### config.mk
export PLATFORM = sky130hd
export DESIGN_NAME = uart_irq_ident
export DESIGN_NICKNAME = d
export VERILOG_FILES = /design/src/rtl/uart_irq_pkg.sv /design/src/rtl/uart_irq_src.sv /design/src/rtl/uart_irq_prio.sv /design/src/rtl/uart_irq_hold.sv /design/src/rtl/uart_irq_ident.sv
export SDC_FILE = /design/constraint.sdc
export NUM_CORES = 1
export LEC_CHECK = 0
export ABC_AREA = 0
export BUFFER_PORTS_ARGS = -buffer_cell sky130_fd_sc_hd__buf_2
export CORE_MARGIN = 1.5
export CORE_UTILIZATION = 44
export DETAILED_ROUTE_END_ITERATION = 12
export PLACE_DENSITY_LB_ADDON = 0.08
export SYNTH_ARGS = -nofsm -noshare
export SYNTH_HDL_FRONTEND = slang
export SYNTH_HIERARCHICAL = 1
export SYNTH_SLANG_ARGS = --single-unit
### constraint.sdc
create_clock -name clk -period 1.65 [get_ports clk]
set_input_delay 0.33 -clock clk [delete_from_list [all_inputs] [get_ports clk]]
set_output_delay 0.33 -clock clk [all_outputs]
set_load 0.01 [all_outputs]
### src/rtl/uart_irq_pkg.sv
package uart_irq_pkg;

    localparam int IIR_W = 8;
    localparam int SRC_N = 4;
    localparam int CODE_W = 4;

    // Bit positions of the source enable vector
    localparam int EN_LS   = 0;
    localparam int EN_RX   = 1;
    localparam int EN_THRE = 2;
    localparam int EN_MSR  = 3;

    typedef enum logic [CODE_W-1:0] {
        ID_NONE = 4'b0001,
        ID_LS   = 4'b0110,
        ID_RDA  = 4'b0100,
        ID_TMO  = 4'b1100,
        ID_THRE = 4'b0010,
        ID_MSR  = 4'b0000
    } iid_e;

    typedef struct packed {
        logic ls;
        logic rda;
        logic tmo;
        logic thre;
        logic msr;
    } pend_t;

endpackage

### src/rtl/uart_irq_src.sv
module uart_irq_src
    import uart_irq_pkg::*;
(
    input  logic  clk,
    input  logic  rst_n,
    input  logic  fifo_en,
    input  logic  ls_err_evt,
    input  logic  rx_avail,
    input  logic  rx_tmo_evt,
    input  logic  thr_empty,
    input  logic  modem_chg_evt,
    input  logic  lsr_rd,
    input  logic  msr_rd,
    input  logic  rbr_rd,
    input  logic  thr_wr,
    input  logic  thre_ack,
    output pend_t pend
);

    typedef struct packed {
        logic ls;
        logic tmo;
        logic thre;
        logic msr;
        logic thr_prev;
    } src_state_t;

    src_state_t s_d, s_q;
    logic       thre_set;

    always_comb begin
        s_d      = s_q;
        thre_set = thr_empty && !s_q.thr_prev;

        s_d.thr_prev = thr_empty;

        // set takes precedence over clear in the same cycle
        if (ls_err_evt)  s_d.ls = 1'b1;
        else if (lsr_rd) s_d.ls = 1'b0;

        if (!fifo_en)        s_d.tmo = 1'b0;
        else if (rx_tmo_evt) s_d.tmo = 1'b1;
        else if (rbr_rd)     s_d.tmo = 1'b0;

        if (thre_set)                s_d.thre = 1'b1;
        else if (thr_wr || thre_ack) s_d.thre = 1'b0;

        if (modem_chg_evt) s_d.msr = 1'b1;
        else if (msr_rd)   s_d.msr = 1'b0;
    end

    always_ff @(posedge clk) begin
        if (!rst_n) begin
            s_q.ls       <= 1'b0;
            s_q.tmo      <= 1'b0;
            s_q.thre     <= 1'b0;
            s_q.msr      <= 1'b0;
            s_q.thr_prev <= 1'b1;
        end else begin
            s_q <= s_d;
        end
    end

    always_comb begin
        pend.ls   = s_q.ls;
        pend.rda  = rx_avail;
        pend.tmo  = s_q.tmo;
        pend.thre = s_q.thre;
        pend.msr  = s_q.msr;
    end

    a_r7_ls_clear: assert property (@(posedge clk) disable iff (!rst_n)
        (lsr_rd && !ls_err_evt) |=> !s_q.ls);

    a_r8_thre_write_clear: assert property (@(posedge clk) disable iff (!rst_n)
        (thr_wr && !(thr_empty && !s_q.thr_prev)) |=> !s_q.thre);

    a_r10_thre_edge_only: assert property (@(posedge clk) disable iff (!rst_n)
        $rose(s_q.thre) |-> ($past(thr_empty) && !$past(s_q.thr_prev)));

    a_r4_tmo_needs_fifo: assert property (@(posedge clk) disable iff (!rst_n)
        !fifo_en |=> !s_q.tmo);

endmodule

### src/rtl/uart_irq_prio.sv
module uart_irq_prio
    import uart_irq_pkg::*;
(
    input  pend_t            pend,
    input  logic [SRC_N-1:0] src_en,
    input  logic             fifo_en,
    output logic [IIR_W-1:0] iir_live,
    output logic             any_pend
);

    iid_e code;

    always_comb begin
        if (pend.ls && src_en[EN_LS])                      code = ID_LS;
        else if (pend.tmo && fifo_en && src_en[EN_RX])     code = ID_TMO;
        else if (pend.rda && src_en[EN_RX])                code = ID_RDA;
        else if (pend.thre && src_en[EN_THRE])             code = ID_THRE;
        else if (pend.msr && src_en[EN_MSR])               code = ID_MSR;
        else                                               code = ID_NONE;

        any_pend = (code != ID_NONE);
        iir_live = {fifo_en, fifo_en, 2'b00, code};
    end

endmodule

### src/rtl/uart_irq_hold.sv
module uart_irq_hold
    import uart_irq_pkg::*;
(
    input  logic             clk,
    input  logic             rst_n,
    input  logic             iir_rd,
    input  logic [IIR_W-1:0] iir_live,
    output logic [IIR_W-1:0] iir_out,
    output logic             rd_start
);

    typedef struct packed {
        logic             active;
        logic [IIR_W-1:0] snap;
    } hold_state_t;

    hold_state_t h_d, h_q;

    always_comb begin
        h_d        = h_q;
        rd_start   = iir_rd && !h_q.active;
        h_d.active = iir_rd;
        if (rd_start) h_d.snap = iir_live;
        iir_out = (iir_rd && h_q.active) ? h_q.snap : iir_live;
    end

    always_ff @(posedge clk) begin
        if (!rst_n) begin
            h_q.active <= 1'b0;
            h_q.snap   <= '0;
        end else begin
            h_q <= h_d;
        end
    end

    a_r6_frozen_during_read: assert property (@(posedge clk) disable iff (!rst_n)
        (iir_rd && h_q.active) |=> (!iir_rd || $stable(iir_out)));

endmodule

### src/rtl/uart_irq_ident.sv
module uart_irq_ident
    import uart_irq_pkg::*;
(
    input  logic             clk,
    input  logic             rst_n,
    input  logic             fifo_en,
    input  logic [SRC_N-1:0] src_en,
    input  logic             ls_err_evt,
    input  logic             rx_avail,
    input  logic             rx_tmo_evt,
    input  logic             thr_empty,
    input  logic             modem_chg_evt,
    input  logic             iir_rd,
    input  logic             lsr_rd,
    input  logic             msr_rd,
    input  logic             rbr_rd,
    input  logic             thr_wr,
    output logic [IIR_W-1:0] iir_out,
    output logic             irq
);

    pend_t            pend;
    logic [IIR_W-1:0] iir_live;
    logic             any_pend;
    logic             rd_start;
    logic             thre_ack;

    // acknowledge transmit empty only when the read's first cycle reports it
    assign thre_ack = rd_start && (iir_live[CODE_W-1:0] == ID_THRE);
    assign irq      = any_pend;

    uart_irq_src u_src (
        .clk           (clk),
        .rst_n         (rst_n),
        .fifo_en       (fifo_en),
        .ls_err_evt    (ls_err_evt),
        .rx_avail      (rx_avail),
        .rx_tmo_evt    (rx_tmo_evt),
        .thr_empty     (thr_empty),
        .modem_chg_evt (modem_chg_evt),
        .lsr_rd        (lsr_rd),
        .msr_rd        (msr_rd),
        .rbr_rd        (rbr_rd),
        .thr_wr        (thr_wr),
        .thre_ack      (thre_ack),
        .pend          (pend)
    );

    uart_irq_prio u_prio (
        .pend     (pend),
        .src_en   (src_en),
        .fifo_en  (fifo_en),
        .iir_live (iir_live),
        .any_pend (any_pend)
    );

    uart_irq_hold u_hold (
        .clk      (clk),
        .rst_n    (rst_n),
        .iir_rd   (iir_rd),
        .iir_live (iir_live),
        .iir_out  (iir_out),
        .rd_start (rd_start)
    );

endmodule

After elaboration in Yosys (flattened, before gate mapping). Cells that the tools add are included.

Word-level logic and storage cells: 41. Bits of input ports: 17. Output and inout bits: 9. Bits in registers: 11.

Multiplexer cells: 14. Reduce and logical (&&, ||, !) cells: 18. Equal/unequal tests: 2.

Operators with widths (number): $mux W4 (4); $logic_and A1 B1 Y1 (10); $mux W1 (9); $mux W8 (1); $reduce_bool A2 Y1 (4); $eq A4 B2 Y1 const B (1); $ne A4 B1 Y1 const B (1); $logic_not A1 Y1 (2); $reduce_and A2 Y1 (1); $logic_or A1 B1 Y1 (1).

Depth between registers and ports, before layout.
Depth after elaboration: 11. Mapped depth: 7. Depth with buffers taken out: 6.

By module. Netlist, hierarchy kept.

By module, submodules not included: uart_irq_hold (seq. area each 180.2 um^2, cells each 47, times used 1, area each 449.2 um^2); uart_irq_src (seq. area each 100.1 um^2, cells each 20, times used 1, area each 214.0 um^2); uart_irq_prio (seq. area each 0.0 um^2, cells each 17, times used 1, area each 106.4 um^2); uart_irq_ident (seq. area each 0.0 um^2, cells each 2, times used 1, area each 16.3 um^2).

Least setup slack after synthesis. No wires, ideal clock.

Path kind: register to register. Start point: register u_src.s_q (netlist bit u_src/pend[2]). End point: register u_src.s_q (netlist bit u_src/pend[1]). Arrival: 1.450 ns. Setup slack: 0.086 ns. Buffers on the path: 1. Clock period less this slack: 1.564 ns. Stages on the path, launching flop included: 8. Library setup time: 0.115 ns. Path through: dfxtp_1 > buf_4 > and2_1 > o311ai_0 > nand2_1 > nor4_2 > nor3b_2 > o21a_1.

Cells in the longest elaborated chain, start to end: 8.

Ends and longest elaborated chain: start: declaration (RTL line uart_irq_src.sv:28) `src_state_t s_d, s_q;`; $logic_and A1 B1 Y1 (2 in series) (RTL line uart_irq_prio.sv:15) `else if (pend.tmo && fifo_en && src_en[EN_RX]) code = ID_TMO;`; $mux W4 (RTL line uart_irq_prio.sv:15); $mux W4 (RTL line uart_irq_prio.sv:14) `if (pend.ls && src_en[EN_LS]) code = ID_LS;`; via iir_live[1] (RTL line uart_irq_ident.sv:23) `logic [IIR_W-1:0] iir_live;`; $eq A4 B2 Y1 (RTL line uart_irq_ident.sv:29) `assign thre_ack = rd_start && (iir_live[CODE_W-1:0] == ID_THRE);`; $logic_and A1 B1 Y1 (RTL line uart_irq_ident.sv:29); via thre_ack (RTL line uart_irq_ident.sv:26) `logic thre_ack;`; $logic_or A1 B1 Y1 (RTL line uart_irq_src.sv:46) `else if (thr_wr || thre_ack) s_d.thre = 1'b0;`; $reduce_bool A2 Y1 (no line).

The timed path passes the listed nets, and every way through them passes these cells. A chain may end at the register's enable or synchronous reset.

Worst setup path in the final report.
Start point: register u_src.s_q (netlist bit u_src/pend[4]). End point: output iir_out[0].

Cells in the longest elaborated chain, start to end: 3.

Ends and longest elaborated chain: $logic_and A1 B1 Y1 (RTL line uart_irq_prio.sv:14); $mux W4 (RTL line uart_irq_prio.sv:14); via iir_live[0] (RTL line uart_irq_ident.sv:23); $mux W8 (RTL line uart_irq_hold.sv:24) `iir_out = (iir_rd && h_q.active) ? h_q.snap : iir_live;`; end: declaration (RTL line uart_irq_ident.sv:18) `output logic [IIR_W-1:0] iir_out,`.

The timed path passes the listed nets, and every way through them passes these cells.

==> results by group <==
Status
  – Status: finished, violations left
  – Failing checks: negative setup slack

Die
  – Die height: 45.3 um
  – Chip width: 45.3 um
  – Die area: 0.00205 mm2
  – Row Count: 15
  – Core box area: 0.00171 mm2
  – Initial core utilization: 46.0%
  – # IOs: 26

Worst setup path
  – Worst r2r path cells: 8
  – WS Path Type: reg -> out
  – Setup crit end kind: primary output
  – Flop-to-flop setup slack: 0.06 ns
  – WP data required: 1.32 ns
  – Crit path arrival time: 1.48 ns
  – FF-to-FF End: u_src/pend[1]$_SDFFE_PN0P_
  – Crit-path max FO: 3
  – Crit path from: u_src/pend[4]$_SDFFE_PN0P_
  – R2r startpoint: u_src/pend[2]$_SDFFE_PN0P_
  – Setup crit start kind: flip-flop

Finish
  – Post-route cell area: 0.00104 mm2
  – Layout area overhead: 32.2%
  – ANT cells: 0
  – Layout cells sized above 1: 49.5%
  – Final design utilization: 60.8%
  – Final #Nets: 129

Detailed routing
  – Total number of vias: 643
  – Residual DRC: 0
  – Final ANT Viol Nets: 0
  – Pre-antenna DRT Iters: 6
  – WL final: 1.63 mm
  – Via density: 4.73
  – 1st-iter DRT viols: 13
  – Routed wire length per instance: 11.9 um

Place
  – Place WS: 0.00847 ns
  – Dpl hpwl: 1.09 mm
  – I/O Buffers: 25
  – GPL Wtd Cong: 0.647
  – Area after DPL: 881 um2

Job
  – Max-cap viol count: 0

Global routing
  – Number of global-route vias before repair: 619
  – Global-route wire length before repair: 2.60 mm
  – Initial antenna violation count: 0
  – Congestion Overflow GR: 0
  – Largest net degree at the start of global routing: 23
  – Total Routing Usage GR: 18.1%

Clock tree
  – Clock Latency Late Sink: 0.27 ns
  – CTS sink count: 14
  – Clk root buf: clkbuf_4
  – H-tree Lvls: 1
  – CTS tree: built
  – Cts bufs inserted: 3
  – Hold Buf Count CTS: 0
  – Clk buf depth: 2
  – Clock slew at reported path FFs: 0.08 ns

STA
  – Final period util: 110%
  – Clk_skew: 0.000537 ns
  – Minimum clock period: 1.81 ns
  – # setup viols final: 4
  – Unrepaired setup endpoints after global routing: yes
  – Final WS setup: -0.164 ns
  – Setup TNS: -0.385 ns
  – Fmax: 551 MHz
  – Slew Viols, Final: 0
  – Final hold violation count: 0

Yosys
  – Synthesized instance count: 86
  – Post-synthesis area per instance: 9.14 um2
  – Post-synth cell types: 22
  – YS warnings: 6
  – Netlist Area Pre-Place: 786 um2
  – Seq cells post-synth: 14
  – Sequential area share after synthesis: 35.7%

Hold path
  – Hold Path Class: in -> reg
  – Hold path endpoint: u_src/s_q[0]$_SDFF_PN1_
  – Worst hold path depth: 2
  – Hold Startpoint: thr_empty

Power and ir drop
  – Pleak: 0.486 nW
  – PwrDens: 759 mW/mm2
  – Tot Pwr: 788 uW
  – VDD IR max: 0.000504 V
## layout by cell type, fill, tap and decap left out, types with 2 or more instances in the layout
master    synthesis  layout
dfxtp_1          14      12
conb_1            1       2
buf_2             1      21
buf_6             0       4
o21a_1            4       4
mux2_2            8       4
nand2_1          19      19
nor2b_1           5       5
mux2_4            0       4
clkbuf_4          0       3
mux2i_1           8       8
buf_4            11       7
## synth_stat cells (all sizes together)
| master | n | area [um2] |
|---|---|---|
| a21oi | 1 | 5.00 |
| a222oi | 1 | 10.0 |
| and2 | 2 | 12.5 |
| and3 | 1 | 6.26 |
| buf | 12 | 87.6 |
| conb | 1 | 3.75 |
| dfxtp | 14 | 280 |
| inv | 1 | 3.75 |
| mux2 | 8 | 90.1 |
| mux2i | 8 | 80.1 |
| nand2 | 20 | 77.6 |
| nand2b | 1 | 6.26 |
| nand3b | 1 | 7.51 |
| nor2b | 5 | 31.3 |
| nor3b | 1 | 12.5 |
| nor4 | 1 | 12.5 |
| o211a | 1 | 10.0 |
| o21a | 4 | 30.0 |
| o21ai | 2 | 10.0 |
| o311ai | 1 | 8.76 |
## where the power goes
group | internal, mW | switching (mW) | total, mW
logic | 0.0980 | 0.0807 | 0.179
clock network | 0.134 | 0.109 | 0.243
registers | 0.356 | 0.0103 | 0.366
## state kept, by name, summed over array words and instances, names as in the netlist
| register | flops |
|---|---|
| u_hold/h_q | 9 |
| u_src/pend | 4 |
| u_src/s_q | 1 |
## per-layer routing
layer	wire length (um)	global-route usage (%)	up-vias
met3	69	5.20	2
met2	786	29.7	16
met5	0	0	-
li1	-	-	331
met1	751	21.3	294
met4	18	8.82	0
## area by class of cell
class	instances	area [um2]
flip-flops and latches	14	285
well taps	25	31.3
fillers	170	669
multi-input cells	60	479
clock buffers	4	36.3
repair buffers	32	203
inverters	1	3.75
## through the flow
| stage | hold WS (ns) | instances |
|---|---|---|
| final | 0.242 | 136 |
| after global routing | 0.248 | 136 |
| after CTS | 0.230 | 134 |
| after detailed placement | 0.449 | 128 |
| after global placement | 0.440 | 128 |
| after floorplan | 0.403 | 87 |
## timing repair
item                                    in CTS  in global routing
endpoints found under the setup margin       4                  6
pin swaps                                    4                  3
setup buffers                                2                  2
gates resized for setup                     16                  7
## worst max-delay path: stages (launching register included)
cell	delay, ns
dfxtp_2	0.33
a222oi_1	0.41
o21a_1	0.22
mux2_4	0.16
buf_6	0.09
## worst max path at each step
stage / to / slack (ns) / cells past startpoint
2_1_floorplan: u_src/pend[1]$_SDFFE_PN0P_ / 0.09 / 7
3_3_place_gp: iir_out[0] / 0.005 / 5
3_5_place_dp: iir_out[0] / 0.008 / 5
4_1_cts: iir_out[0] / -0.11 / 4
5_1_grt: iir_out[0] / -0.23 / 4
6_report: iir_out[0] / -0.16 / 4
## kinds of logic (layout without fill, tap and decap cells)
group | Yosys count | count (layout) | synth area share, %
buffers and inverters | 13 | 37 | 11.6
other | 1 | 2 | 0.477
and+or+nand+nor | 32 | 32 | 21.2
AOI/OAI and AO/OA | 10 | 10 | 9.39
muxes | 16 | 16 | 21.7
DFF | 14 | 14 | 35.7
Note: power is estimated with default switching activity, not from simulation.
